[config.mk]
export PLATFORM = sky130hd
export DESIGN_NAME = sipo_led_driver
export DESIGN_NICKNAME = d
export VERILOG_FILES = /design/src/rtl/sled_pkg.sv /design/src/rtl/sled_shift_chain.sv /design/src/rtl/sled_latch_bank.sv /design/src/rtl/sipo_led_driver.sv
export SDC_FILE = /design/constraint.sdc
export NUM_CORES = 1
export LEC_CHECK = 0
export BUFFER_PORTS_ARGS = -buffer_cell sky130_fd_sc_hd__buf_2
export CAP_MARGIN = 5
export CELL_PAD_IN_SITES_DETAIL_PLACEMENT = 1
export CELL_PAD_IN_SITES_GLOBAL_PLACEMENT = 2
export CORE_MARGIN = 4
export CORE_UTILIZATION = 40
export DETAILED_ROUTE_END_ITERATION = 7
export GPL_TIMING_DRIVEN = 0
export HOLD_SLACK_MARGIN = 0.12
export PLACE_DENSITY_LB_ADDON = 0.1
export SYNTH_ARGS = -nofsm -noshare
export SYNTH_HDL_FRONTEND = slang
export SYNTH_SLANG_ARGS = --single-unit
[constraint.sdc]
create_clock -name clk -period 1.25 [get_ports clk]
set_clock_uncertainty 0.2 [all_clocks]
set_input_delay 0.3125 -clock clk [delete_from_list [all_inputs] [get_ports clk]]
set_output_delay 0.3125 -clock clk [all_outputs]
set_load 0.01 [all_outputs]
[src/rtl/sled_pkg.sv]
package sled_pkg;
   // Level taken by every output bit while the clear is asserted
   typedef enum logic {
      FILL_ONES  = 1'b1,
      FILL_ZEROS = 1'b0
   } fill_e;

   localparam int unsigned SLED_MIN_WIDTH = 2;
   localparam int unsigned SLED_MAX_WIDTH = 1024;
endpackage

[src/rtl/sled_shift_chain.sv]
module sled_shift_chain #(
   parameter int unsigned WIDTH = 24
) (
   input  logic             clk,
   input  logic             rst_n,
   input  logic             din,
   output logic [WIDTH-1:0] chain_q,
   output logic [WIDTH-1:0] chain_d
);
   localparam int unsigned TOP = WIDTH - 1;

   // Newest bit enters stage 0, oldest leaves from stage TOP
   assign chain_d = {chain_q[TOP-1:0], din};

   always_ff @(posedge clk or negedge rst_n) begin
      if (!rst_n) chain_q <= '0;
      else        chain_q <= chain_d;
   end
endmodule

[src/rtl/sled_latch_bank.sv]
module sled_latch_bank
   import sled_pkg::*;
#(
   parameter int unsigned WIDTH    = 24,
   parameter fill_e       CLR_FILL = FILL_ONES
) (
   input  logic             clk,
   input  logic             preset_n,
   input  logic             stb_n,
   input  logic [WIDTH-1:0] load_val,
   output logic [WIDTH-1:0] lat_q
);
   localparam logic FILL_BIT = logic'(CLR_FILL);

   for (genvar i = 0; i < WIDTH; i++) begin : g_bit
      logic bit_q;
      if (FILL_BIT) begin : g_set
         always_ff @(posedge clk or negedge preset_n) begin
            if (!preset_n)   bit_q <= 1'b1;
            else if (!stb_n) bit_q <= load_val[i];
         end
      end else begin : g_rst
         always_ff @(posedge clk or negedge preset_n) begin
            if (!preset_n)   bit_q <= 1'b0;
            else if (!stb_n) bit_q <= load_val[i];
         end
      end
      assign lat_q[i] = bit_q;
   end
endmodule

[src/rtl/sipo_led_driver.sv]
module sipo_led_driver
   import sled_pkg::*;
#(
   parameter int unsigned WIDTH    = 24,
   parameter fill_e       CLR_FILL = FILL_ONES
) (
   input  logic             clk,
   input  logic             rst_n,
   input  logic             ser_in,
   input  logic             stb_n,
   input  logic             clr_n,
   output logic [WIDTH-1:0] par_out,
   output logic             ser_out
);
   localparam int unsigned LAST = WIDTH - 1;

   if (WIDTH < SLED_MIN_WIDTH || WIDTH > SLED_MAX_WIDTH) begin : g_bad_width
      $error("sipo_led_driver: WIDTH out of range");
   end

   logic [WIDTH-1:0] chain_q;
   logic [WIDTH-1:0] chain_d;
   logic             bank_preset_n;

   // Power-on reset and the functional clear both preset the bank
   assign bank_preset_n = rst_n & clr_n;

   sled_shift_chain #(.WIDTH(WIDTH)) u_chain (
      .clk     (clk),
      .rst_n   (rst_n),
      .din     (ser_in),
      .chain_q (chain_q),
      .chain_d (chain_d)
   );

   // Bank loads the post-shift value, so it is transparent to each shift
   sled_latch_bank #(.WIDTH(WIDTH), .CLR_FILL(CLR_FILL)) u_bank (
      .clk      (clk),
      .preset_n (bank_preset_n),
      .stb_n    (stb_n),
      .load_val (chain_d),
      .lat_q    (par_out)
   );

   assign ser_out = chain_q[LAST];
endmodule

# After elaboration in Yosys (flattened, before gate mapping)
# Cells that the tools add are included.
[classes]
n_bitwise = 1
[op_table]
columns = ["op", "count"]
rows = [
  ["bitwise AND 1 bit", 1],
]
[totals]
regBits = 48
inputBits = 5
out_inout_bits = 25
elab_cells = 26

# Logic depth before layout (Yosys ltp)
# Gate-level depths: netlist of the first run.
[depth]
word_depth = 1
mapped_depth = 3
mapped_depth_nobuf = 1

# By module
# Synthesis of the first run repeated with hierarchy kept, for this count alone.
[unflattened]
hier_cells = 124
area_unflattened_um2 = 1994.4
[modules_own_cells]
columns = ["module", "instances", "cells_per_inst", "area_each_um2", "seq_area_each_um2"]
rows = [
  ["sled_latch_bank", 1, 75, 1207.4, 630.6],
  ["sled_shift_chain", 1, 48, 780.7, 600.6],
  ["sipo_led_driver", 1, 1, 6.3, 0.0],
]

# Least setup slack after synthesis of the first run
# OpenSTA, ideal clock, no wires.
[synth_timing]
kind = "in2reg"
start = "input port stb_n"
end = "register u_bank.g_bit[10].bit_q"
setup_ns = 0.082
t_arrival_ns = 0.853
required_time_ns = 0.968
slack_ns = 0.115
stages = 3
path_buffers = 2
cell_sequence = "buf_6 buf_12 mux2_4"
[synth_rtl]
columns = ["item", "line_no", "rtl"]
rows = [
  ["from (decl)", "sipo_led_driver.sv:10", "input logic stb_n,"],
  ["to (signal assigned)", "sled_latch_bank.sv:20", "else if (!stb_n) bit_q <= load_val[i];"],
  ["to (decl)", "sled_latch_bank.sv:16", "logic bit_q;"],
]
# No word-level cell between the ends.

# Final worst setup path of the first run
[layout_timing]
start = "register u_bank.g_bit[6].bit_q"
end = "output port par_out[6]"
[layout_rtl]
columns = ["item", "line_no", "rtl"]
rows = [
  ["from (decl)", "sled_latch_bank.sv:16", ""],
  ["from (signal assigned)", "sled_latch_bank.sv:20", ""],
  ["to (decl)", "sipo_led_driver.sv:12", "output logic [WIDTH-1:0] par_out,"],
]
# No word-level cell between the ends.

==> metrics.txt, run 1 <==
FF+latch count, synth 48; # hold bufs at CTS 1; post-synth cell types 8; Filler cells 410; Slew headroom 0.635; Worst setup SP type flop; largest cells by area after synthesis dfstp_2, dfrtp_1, mux2_4; mean post-synth cell area 18.1 µm²; actual slew at the worst max-slew pin 0.548 ns; CP Max Fanout 2; met3 WL roughly 120 µm; routed len/inst 15.2 µm; Sink Count 48; arrival time worst endpoint 0.94 ns; Residual DRC 0; clock slew seen by the registers of the worst setup and hold paths 0.08 ns; First-pass DRT Iterations 4; worst min path class in -> async; Final Non-Filler Cells 175; Max-cap violations 0; first-pass GRT wire length 4490 µm; vias in the first global route between 800 and 900; Max rail drop VDD roughly 0.0007 V; Clock Path Buffers 2; GR Util All Layers 0.110; fraction of layout cells with a size suffix above 1 0.780; post-synthesis sequential area ratio 0.679; failing checks hold timing, setup timing; crit-path leading delay family flip-flops; status finished with violations; gp weighted congestion 0.699; Worst EP required 0.74 ns; Seq. cell area 1230 µm²; Buf+Inv Stages, Crit Path 1; Post-Syn Area 1810 µm²; TritonCTS Buffers 5; CTS tree built; Skew-Pair Late Insertion Delay 0.29 ns; area delta synth->final 19.8%; critical path class reg -> out; DRT Wirelength 2660 µm; number of routed nets with antenna violations 0; Setup Viol. Count Final 25; Yosys top cell area share 0.348; Die Y between 70 and 80 µm; Starting Density 0.414; LEAKAGE 0.00100 µW; Synth area leader dfstp_2; final hold vios 24; met1 WL 1220 µm; Max Fclk around 0.69 GHz; CTS root buf clkbuf_8; Met2 Routed Length roughly 1300 µm; fin. max-slew vios 0; RSZ-0062 raised after global routing true; CORE AREA about 4400 µm²; total die area around 5700 µm²; Diodes inserted 0; hpwl dp 1790 µm; ordered cell list for the critical path buf_6; area occupied by multi-input gates 354 µm²; CTS H-tree depth 2; Vias just under 800; Synthesized Nets 105; largest net degree at the start of global routing 26; initial DRC count 26; row cnt 24; Post-Synthesis Cells 100; global route overflow 0; chip width 75.3 µm; I/O Buffers 28; Final Critical Period about 1.5 ns; pwr dens 1470 nW/µm²; Hold Slack -0.202 ns; initial antenna violation count 0; Max Used Layer met4; placed cells 180; Layout Nets 127; fin crit share 1.16; vias per inst 4.42; boundary pin count 30; critical path's largest stage delay 0.55 ns; Ys Warns 0; CP max stage cell dfstp_2; pre-CTS WS -0.705 ns; setup ws final -0.206 ns; CP Capture Type output port
==> cells by family after synthesis <==
family                 count (synthesis)  synth area share
muxes                                 24             0.190
DFF                                   48             0.679
buffers and inverters                 27             0.128
and+or+nand+nor                        1           0.00345
==> area by class of cell <==
class / count / area share
Buffer: 3 / 0.0236
Clock buffer: 8 / 0.0415
Multi-Input combinational cell: 25 / 0.163
Sequential cell: 48 / 0.566
Tap cell: 52 / 0.0299
Timing Repair Buffer: 39 / 0.176
==> cells in the mapped netlist <==
master and number:
and2_1 1, buf_12 2, buf_4 24, buf_6 1
dfrtp_1 24, dfstp_2 24, mux2_2 4, mux2_4 20
==> repair_timing <==
item | in CTS | in global routing
setup endpoints to repair | 49 | 25
pin swaps | 0 | 0
hold endpoints to repair | 26 | 24
resized for setup | 26 | 1
setup buffers | 8 | 2
==> state kept, by name, summed over array words and instances (netlist names) <==
register and cells:
u_bank.g_bit.bit_q 24, u_chain.chain_q 24
==> worst paths after layout <==
kind,start,cells past startpoint,slack [ns],to
worst max-delay path,u_bank.g_bit[6].bit_q$_DFFE_PN1N_,1,-0.21,par_out[6]
worst min-delay path,rst_n,1,-0.20,u_chain.chain_q[5]$_DFF_PN0_
max in group asynchronous,rst_n,2,0.22,u_bank.g_bit[10].bit_q$_DFFE_PN1N_
worst min register to register,u_chain.chain_q[5]$_DFF_PN0_,0,0.18,u_chain.chain_q[6]$_DFF_PN0_
worst max register to register,u_bank.g_bit[14].bit_q$_DFFE_PN1N_,3,0.12,u_bank.g_bit[14].bit_q$_DFFE_PN1N_
min in group clk,stb_n,2,0.13,u_bank.g_bit[0].bit_q$_DFFE_PN1N_
==> where the power goes <==
part,internal [µW],switching [µW],leakage [µW]
logic,311,156,0.000425
registers,1730,79.1,0.000530
clock network,452,467,0.0000455
total,2490,702,0.00100
==> cell usage in the layout, fill, tap and decap left out <==
master	n
buf_6	26
dfstp_2	24
dfrtp_1	24
mux2_4	20
buf_4	10
clkbuf_8	6
mux2_2	4
buf_2	3
buf_12	2
clkbuf_1	2
and2_4	1
dlygate4sd3_1	1
==> through the flow <==
stage | TNS, ns | util | cell area, µm² | power, µW | hold slack, ns
final | -4.66 | 0.496 | 2170 | 3190 | -0.202
after global routing | -5.61 | 0.496 | 2170 | 3360 | -0.168
after CTS | -4.99 | 0.491 | 2150 | 3230 | -0.180
after detailed placement | -16.89 | 0.461 | 2020 | 2260 | 0.135
after global placement | -16.34 | 0.461 | 2020 | 2250 | 0.135
after floorplan | 0 | - | 1810 | 2120 | -0.183
==> routing by layer <==
metal	vias up	global-route usage
met5	-	0
met4	0	0.0466
met3	5	0.0356
met2	19	0.171
met1	406	0.143
li1	344	-
==> worst register-to-register path: stages, from the launching register on <==
cell,delay [ns]
dfstp_2,0.38
buf_4,0.12
buf_4,0.12
mux2_4,0.24
No activity file was read; power rests on OpenSTA's default activity.
==> inputs of run 2 (changes only) <==
--- a/config.mk
+++ b/config.mk
@@ -5,13 +5,13 @@
 export SDC_FILE = /design/constraint.sdc
 export NUM_CORES = 1
 export LEC_CHECK = 0
-export BUFFER_PORTS_ARGS = -buffer_cell sky130_fd_sc_hd__buf_2
 export CAP_MARGIN = 5
 export CELL_PAD_IN_SITES_DETAIL_PLACEMENT = 1
 export CELL_PAD_IN_SITES_GLOBAL_PLACEMENT = 2
 export CORE_MARGIN = 4
-export CORE_UTILIZATION = 40
+export CORE_UTILIZATION = 44
 export DETAILED_ROUTE_END_ITERATION = 7
+export DONT_BUFFER_PORTS = 1
 export GPL_TIMING_DRIVEN = 0
 export HOLD_SLACK_MARGIN = 0.12
 export PLACE_DENSITY_LB_ADDON = 0.1
==> run 2 against run 1 <==
The run ends with setup timing left. Total power increased by 0.27%. Critical path type unchanged. Sequential power about the same. Critical path depth unchanged. Clock-buffer cell count unchanged. Non-clock buffer count decreased by 3. Routed wire length increased by 5.8%. Sequential share of layout area increased by 0.23 points. Highest routed layer unchanged. Final cell count decreased by 2.9%. Global-route usage increased by 1.5 points. Largest cell class unchanged. Register-to-register slack improved by 0.10 ns.
==> metrics.txt, run 2 (synthesis gave the netlist of run 1 again) <==
R2R cell count 2 (-1); Hold Path Depth 2; Hold Path End u_bank.g_bit[0].bit_q$_DFFE_PN1N_; fin. max-slew vios 0 (unchanged); Max rail drop VDD 0.000722 V (+2.8%); Starting Density 0.454 (+0.0397); Residual DRC 0 (unchanged); worst min path class in -> reg; reg-to-reg endpoint u_bank.g_bit[13].bit_q$_DFFE_PN1N_; final instance area 2160 µm² (-0.40%); largest net degree at the start of global routing 25 (-3.8%); area occupied by multi-input gates 352 µm² (-0.71%); I/O Buffers 0 (-100%); critical path class reg -> out; Diodes inserted 0 (unchanged); pwr dens 1480 nW/µm² (+0.68%); boundary pin count 30 (unchanged); Max-cap violations 0 (unchanged); Worst EP required 0.74 ns (about the same); hpwl dp 1770 µm (-1.1%); Tot Pwr 3200 µW (+0.27%); routed len/inst 16.5 µm (+8.9%); fraction of layout cells with a size suffix above 1 0.758 (-0.0222); initial DRC count 34 (+31%); critical path's largest stage delay 0.56 ns (about the same); # hold bufs at CTS 3 (+2); most common cell after layout, fill and taps aside buf_6; Layout Nets 124 (-2.4%); Die Y 72.2 µm (-4.2%); CORE AREA 4000 µm² (-8.8%); CP Max Fanout 2 (unchanged); CTS root buf clkbuf_8; ordered cell list for the critical path buf_6; row cnt 23 (-4.2%); Worst setup SP type flop; Skew-Pair Late Insertion Delay 0.30 ns (about the same); gp weighted congestion 0.713 (+1.9%); Clock Path Buffers 2 (unchanged); TritonCTS Buffers 5 (unchanged); first-pass GRT wire length 4710 µm (+5.1%); CTS H-tree depth 2 (unchanged); Buf+Inv Stages, Crit Path 1 (unchanged); Slew headroom 0.265 (-0.370); Final Critical Period 1.47 ns (+0.0151 ns); CP max stage cell dfstp_2; Seq. cell area 1230 µm² (unchanged); vias per inst 4.48 (+1.2%); Post-DP Area 1880 µm² (-7.1%); clock slew seen by the registers of the worst setup and hold paths 0.08 ns (about the same); LEAKAGE 0.000989 µW (-1.1%); vias in the first global route 892 (+4.4%); global route overflow 0 (unchanged); number of routed nets with antenna violations 0 (unchanged); total die area 5210 µm² (-8.1%); final hold vios 0 (-100%); crit-path leading delay family flip-flops; CP Capture Type output port; chip width 72.2 µm (-4.2%); Min-Delay Startpoint stb_n; RSZ-0062 raised after global routing true; Setup Viol. Count Final 24 (-4.0%); Max Fclk 0.680 GHz (-1.0%); actual slew at the worst max-slew pin 1.10 ns (+0.555 ns); area delta synth->final 19.3%; most frequent cells in the layout buf_6, dfstp_2, dfrtp_1, mux2_4, buf_4; First-pass DRT Iterations 2 (-2); flop2flop setup slack 0.22 ns (+0.10 ns); arrival time worst endpoint 0.96 ns (+0.02 ns); pre-CTS WS -0.0932 ns (+0.612 ns); failing checks setup timing; status finished with violations; worst r2r src u_bank.g_bit[13].bit_q$_DFFE_PN1N_; Largest regs u_bank.g_bit.bit_q (24), u_chain.chain_q (24); initial antenna violation count 0 (unchanged); Core Util, Final 0.541 (+0.0454); GR Util All Layers 0.126 (+0.0154); setup ws final -0.221 ns (-0.0151 ns); Sink Count 48 (unchanged); DRT Wirelength 2810 µm (+5.8%); Filler cells 363 (-11%); fin crit share 1.18 (+0.0121); CTS tree built; Vias 761 (-1.7%)
-- run 2: cell count changes in the layout (fill, tap and decap cells not counted) --
cell,change
buf_4,-1
buf_12,+1
dlygate4sd3_1,+1
buf_2,-3
and2_4,-1
buf_6,-1
and2_1,+1
-- run 2: per-stage QoR --
stage	setup TNS [ns]	hold WS (ns)	instances
floorplan	0	-0.183	100
global placement	-2.12	-0.182	150
detailed placement	-2.21	-0.182	150
CTS	-5.12	0.120	169
global route	-5.78	0.115	170
finish	-4.86	0.119	170
-- run 2: area by class of cell --
cell class              count  area share
well taps                  50      0.0289
multi-input cells          25       0.162
plain buffers              27       0.149
repair buffers             12      0.0497
clock buffers               8      0.0416
flip-flops and latches     48       0.569
-- run 2: how the worst max path moves through the flow --
stage | cells past startpoint | start | to | slack [ns]
2_1_floorplan | 3 | stb_n | u_bank.g_bit[10].bit_q$_DFFE_PN1N_ | 0.11
6_report | 1 | u_bank.g_bit[17].bit_q$_DFFE_PN1N_ | par_out[17] | -0.22
3_5_place_dp | 1 | rst_n | u_bank.g_bit[15].bit_q$_DFFE_PN1N_ | -0.09
5_1_grt | 1 | u_bank.g_bit[2].bit_q$_DFFE_PN1N_ | par_out[2] | -0.26
4_1_cts | 1 | u_bank.g_bit[20].bit_q$_DFFE_PN1N_ | par_out[20] | -0.23
3_3_place_gp | 1 | rst_n | u_bank.g_bit[10].bit_q$_DFFE_PN1N_ | -0.09
-- run 2: layer usage --
layer / wire length (µm) / global-route usage / vias up / part of all wire
li1: - / - / 341 / -
met1: 1200 / 0.159 / 392 / 0.43
met2: 1400 / 0.189 / 21 / 0.50
met3: 163 / 0.0554 / 7 / 0.058
met4: 50 / 0.0501 / 0 / 0.018
met5: 0 / 0 / - / 0
-- run 2: what timing repair did --
action / in CTS / in global routing
gates cloned: 0 / 0
hold endpoints to repair: 26 / 1
resized for setup: 24 / 0
setup endpoints to repair: 24 / 24
setup buffers: 8 / 1
-- run 2: where the power goes --
| part | switching, µW | leakage (µW) | internal, µW |
|---|---|---|---|
| combinational | 156 | 0.000414 | 308 |
| clock | 476 | 0.0000455 | 451 |
| sequential | 81.3 | 0.000530 | 1730 |
==> inputs of run 3 (changes only) <==
--- a/config.mk
+++ b/config.mk
@@ -8,6 +8,7 @@
 export CAP_MARGIN = 5
 export CELL_PAD_IN_SITES_DETAIL_PLACEMENT = 1
 export CELL_PAD_IN_SITES_GLOBAL_PLACEMENT = 2
+export CORE_ASPECT_RATIO = 0.5
 export CORE_MARGIN = 4
 export CORE_UTILIZATION = 44
 export DETAILED_ROUTE_END_ITERATION = 7
@@ -15,6 +16,8 @@
 export GPL_TIMING_DRIVEN = 0
 export HOLD_SLACK_MARGIN = 0.12
 export PLACE_DENSITY_LB_ADDON = 0.1
+export SETUP_SLACK_MARGIN = 0.4
 export SYNTH_ARGS = -nofsm -noshare
 export SYNTH_HDL_FRONTEND = slang
+export SYNTH_HIERARCHICAL = 1
 export SYNTH_SLANG_ARGS = --single-unit
==> run 3 against run 2 <==
The flow finishes with violations (hold timing, setup timing). Synthesized cell count is 1.0% higher. Sequential cell count stayed put. Final cell count is 4.7% higher. Total power is 1.3% higher. Largest power group unchanged. Highest routed layer is now met3.
==> metrics.txt, run 3 <==
CORE AREA 3940 µm² (-1.4%); vias in the first global route 901 (+1.0%); vias per inst 4.36 (-2.6%); Layout Nets 128 (+3.2%); Max rail drop VDD 0.000630 V (-13%); Max Used Layer met3; Setup Viol. Count Final 24 (unchanged); area delta synth->final 23.4%; Met2 Routed Length 1510 µm (+7.8%); status finished with violations; Starting Density 0.462 (+0.00838); Synthesized Nets 106 (+0.95%); number of routed nets with antenna violations 0 (unchanged); DRT Wirelength 3100 µm (+10%); arrival time worst endpoint 0.94 ns (-0.02 ns); final hold vios 25 (+25); Clock Path Buffers 2 (unchanged); global route overflow 0 (unchanged); Vias 776 (+2.0%); Residual DRC 0 (unchanged); crit-path leading delay family flip-flops; Worst EP required 0.74 ns (about the same); fin crit share 1.17 (-0.0106); initial antenna violation count 0 (unchanged); row cnt 16 (-30%); pwr dens 1440 nW/µm² (-2.4%); routed len/inst 17.4 µm (+5.4%); First-pass DRT Iterations 2 (unchanged); gp weighted congestion 0.753 (+5.6%); first-pass GRT wire length 4890 µm (+3.8%); Hold Slack -0.493 ns (-0.612 ns); Filler cells 365 (+0.55%); Post-Syn Area 1820 µm² (+0.41%); Skew-Pair Late Insertion Delay 0.29 ns (about the same); most frequent cells in the layout buf_6, mux2_4, dfstp_2, dfrtp_1; LEAKAGE 0.00104 µW (+5.6%); actual slew at the worst max-slew pin 0.575 ns (-0.527 ns); CP Max Fanout 2 (unchanged); largest net degree at the start of global routing 26 (+4.0%); worst min path class in -> async; chip width 99 µm (+37%); critical path class reg -> out; Tot Pwr 3240 µW (+1.3%); Die Y 53.5 µm (-26%); RSZ-0062 raised after global routing true; initial DRC count 13 (-62%); Buf+Inv Stages, Crit Path 1 (unchanged); ordered cell list for the critical path buf_6; TritonCTS Buffers 5 (unchanged); met3 WL 183 µm (+12%); failing checks hold timing, setup timing; CP max stage cell dfstp_2; critical path's largest stage delay 0.56 ns (about the same); Slew headroom 0.616 (+0.351); total die area 5300 µm² (+1.6%); Sink Count 48 (unchanged); setup ws final -0.207 ns (+0.0132 ns); Diodes inserted 0 (unchanged); met1 WL 1410 µm (+18%); Final Critical Period 1.46 ns (-0.0132 ns); GR Util All Layers 0.127 (+0.00190); CTS tree built; CTS H-tree depth 2 (unchanged); most common cell after layout, fill and taps aside buf_6; I/O Buffers 0 (unchanged); hpwl dp 1990 µm (+12%); CP Capture Type output port; Max-cap violations 0 (unchanged); Ys Warns 6 (+6); fraction of layout cells with a size suffix above 1 0.806 (+0.0481); boundary pin count 30 (unchanged); Largest regs u_bank/g_bit.bit_q (24), u_chain/chain_q (24); Post-Synthesis Cells 101 (+1.0%); Max Fclk 0.686 GHz (+0.91%); fin. max-slew vios 0 (unchanged); mean post-synth cell area 18.0 µm² (-0.58%); CTS root buf clkbuf_8; clock slew seen by the registers of the worst setup and hold paths 0.09 ns (about the same); Worst setup SP type flop
-- run 3: what timing repair did --
item | CTS | global route
setup buffers | 9 | 6
gates resized for setup | 10 | 4
setup endpoints to repair | 49 | 50
endpoints found under the hold margin | 30 | 30
gates cloned | 0 | 0
-- run 3: layer usage --
layer | global-route usage | vias up
met2 | 0.210 | 19
li1 | - | 344
met4 | 0.0136 | 0
met1 | 0.163 | 413
met5 | 0 | -
met3 | 0.0566 | 0
-- run 3: path summary, 6_finish.rpt --
check | startpoint | end | slack, ns | cells after the start
max | u_bank/g_bit[2].bit_q$_DFFE_PN1N_ | par_out[2] | -0.21 | 1
min | rst_n | u_chain/chain_q[20]$_DFF_PN0_ | -0.49 | 0
max reg2reg | u_bank/g_bit[3].bit_q$_DFFE_PN1N_ | u_bank/g_bit[3].bit_q$_DFFE_PN1N_ | 0.15 | 3
min reg2reg | u_chain/chain_q[15]$_DFF_PN0_ | u_chain/chain_q[16]$_DFF_PN0_ | 0.18 | 0
max in group asynchronous | rst_n | u_bank/g_bit[13].bit_q$_DFFE_PN1N_ | 0.59 | 1
min in group clk | ser_in | u_chain/chain_q[0]$_DFF_PN0_ | -0.15 | 0
-- run 3: stage by stage --
step / instances / TNS (ns) / util / cell area [µm²] / setup WS (ns)
floorplan: 101 / 0 / - / 1920 / 0.121
global placement: 155 / 0 / 0.504 / 1990 / 0.0966
detailed placement: 155 / 0 / 0.504 / 1990 / 0.0840
CTS: 172 / -5.05 / 0.555 / 2190 / -0.217
global route: 178 / -5.76 / 0.570 / 2250 / -0.253
finish: 178 / -4.77 / 0.570 / 2250 / -0.207
-- run 3: layout make-up --
| cell class | count | area (µm²) | area share |
|---|---|---|---|
| sequential | 48 | 1230 | 0.548 |
| multi-input combinational | 25 | 368 | 0.164 |
| buffer | 28 | 338 | 0.150 |
| timing repair buffer | 15 | 150 | 0.0668 |
| clock buffer | 6 | 82.6 | 0.0367 |
| tap | 54 | 67.6 | 0.0301 |
| clock inverter | 2 | 10.0 | 0.00445 |
-- run 3: power by group --
part           internal [µW]  total, µW  switching, µW
clock                    442        930            488
combinational            343        498            154
sequential              1730       1820           85.8
total                   2520       3240            728
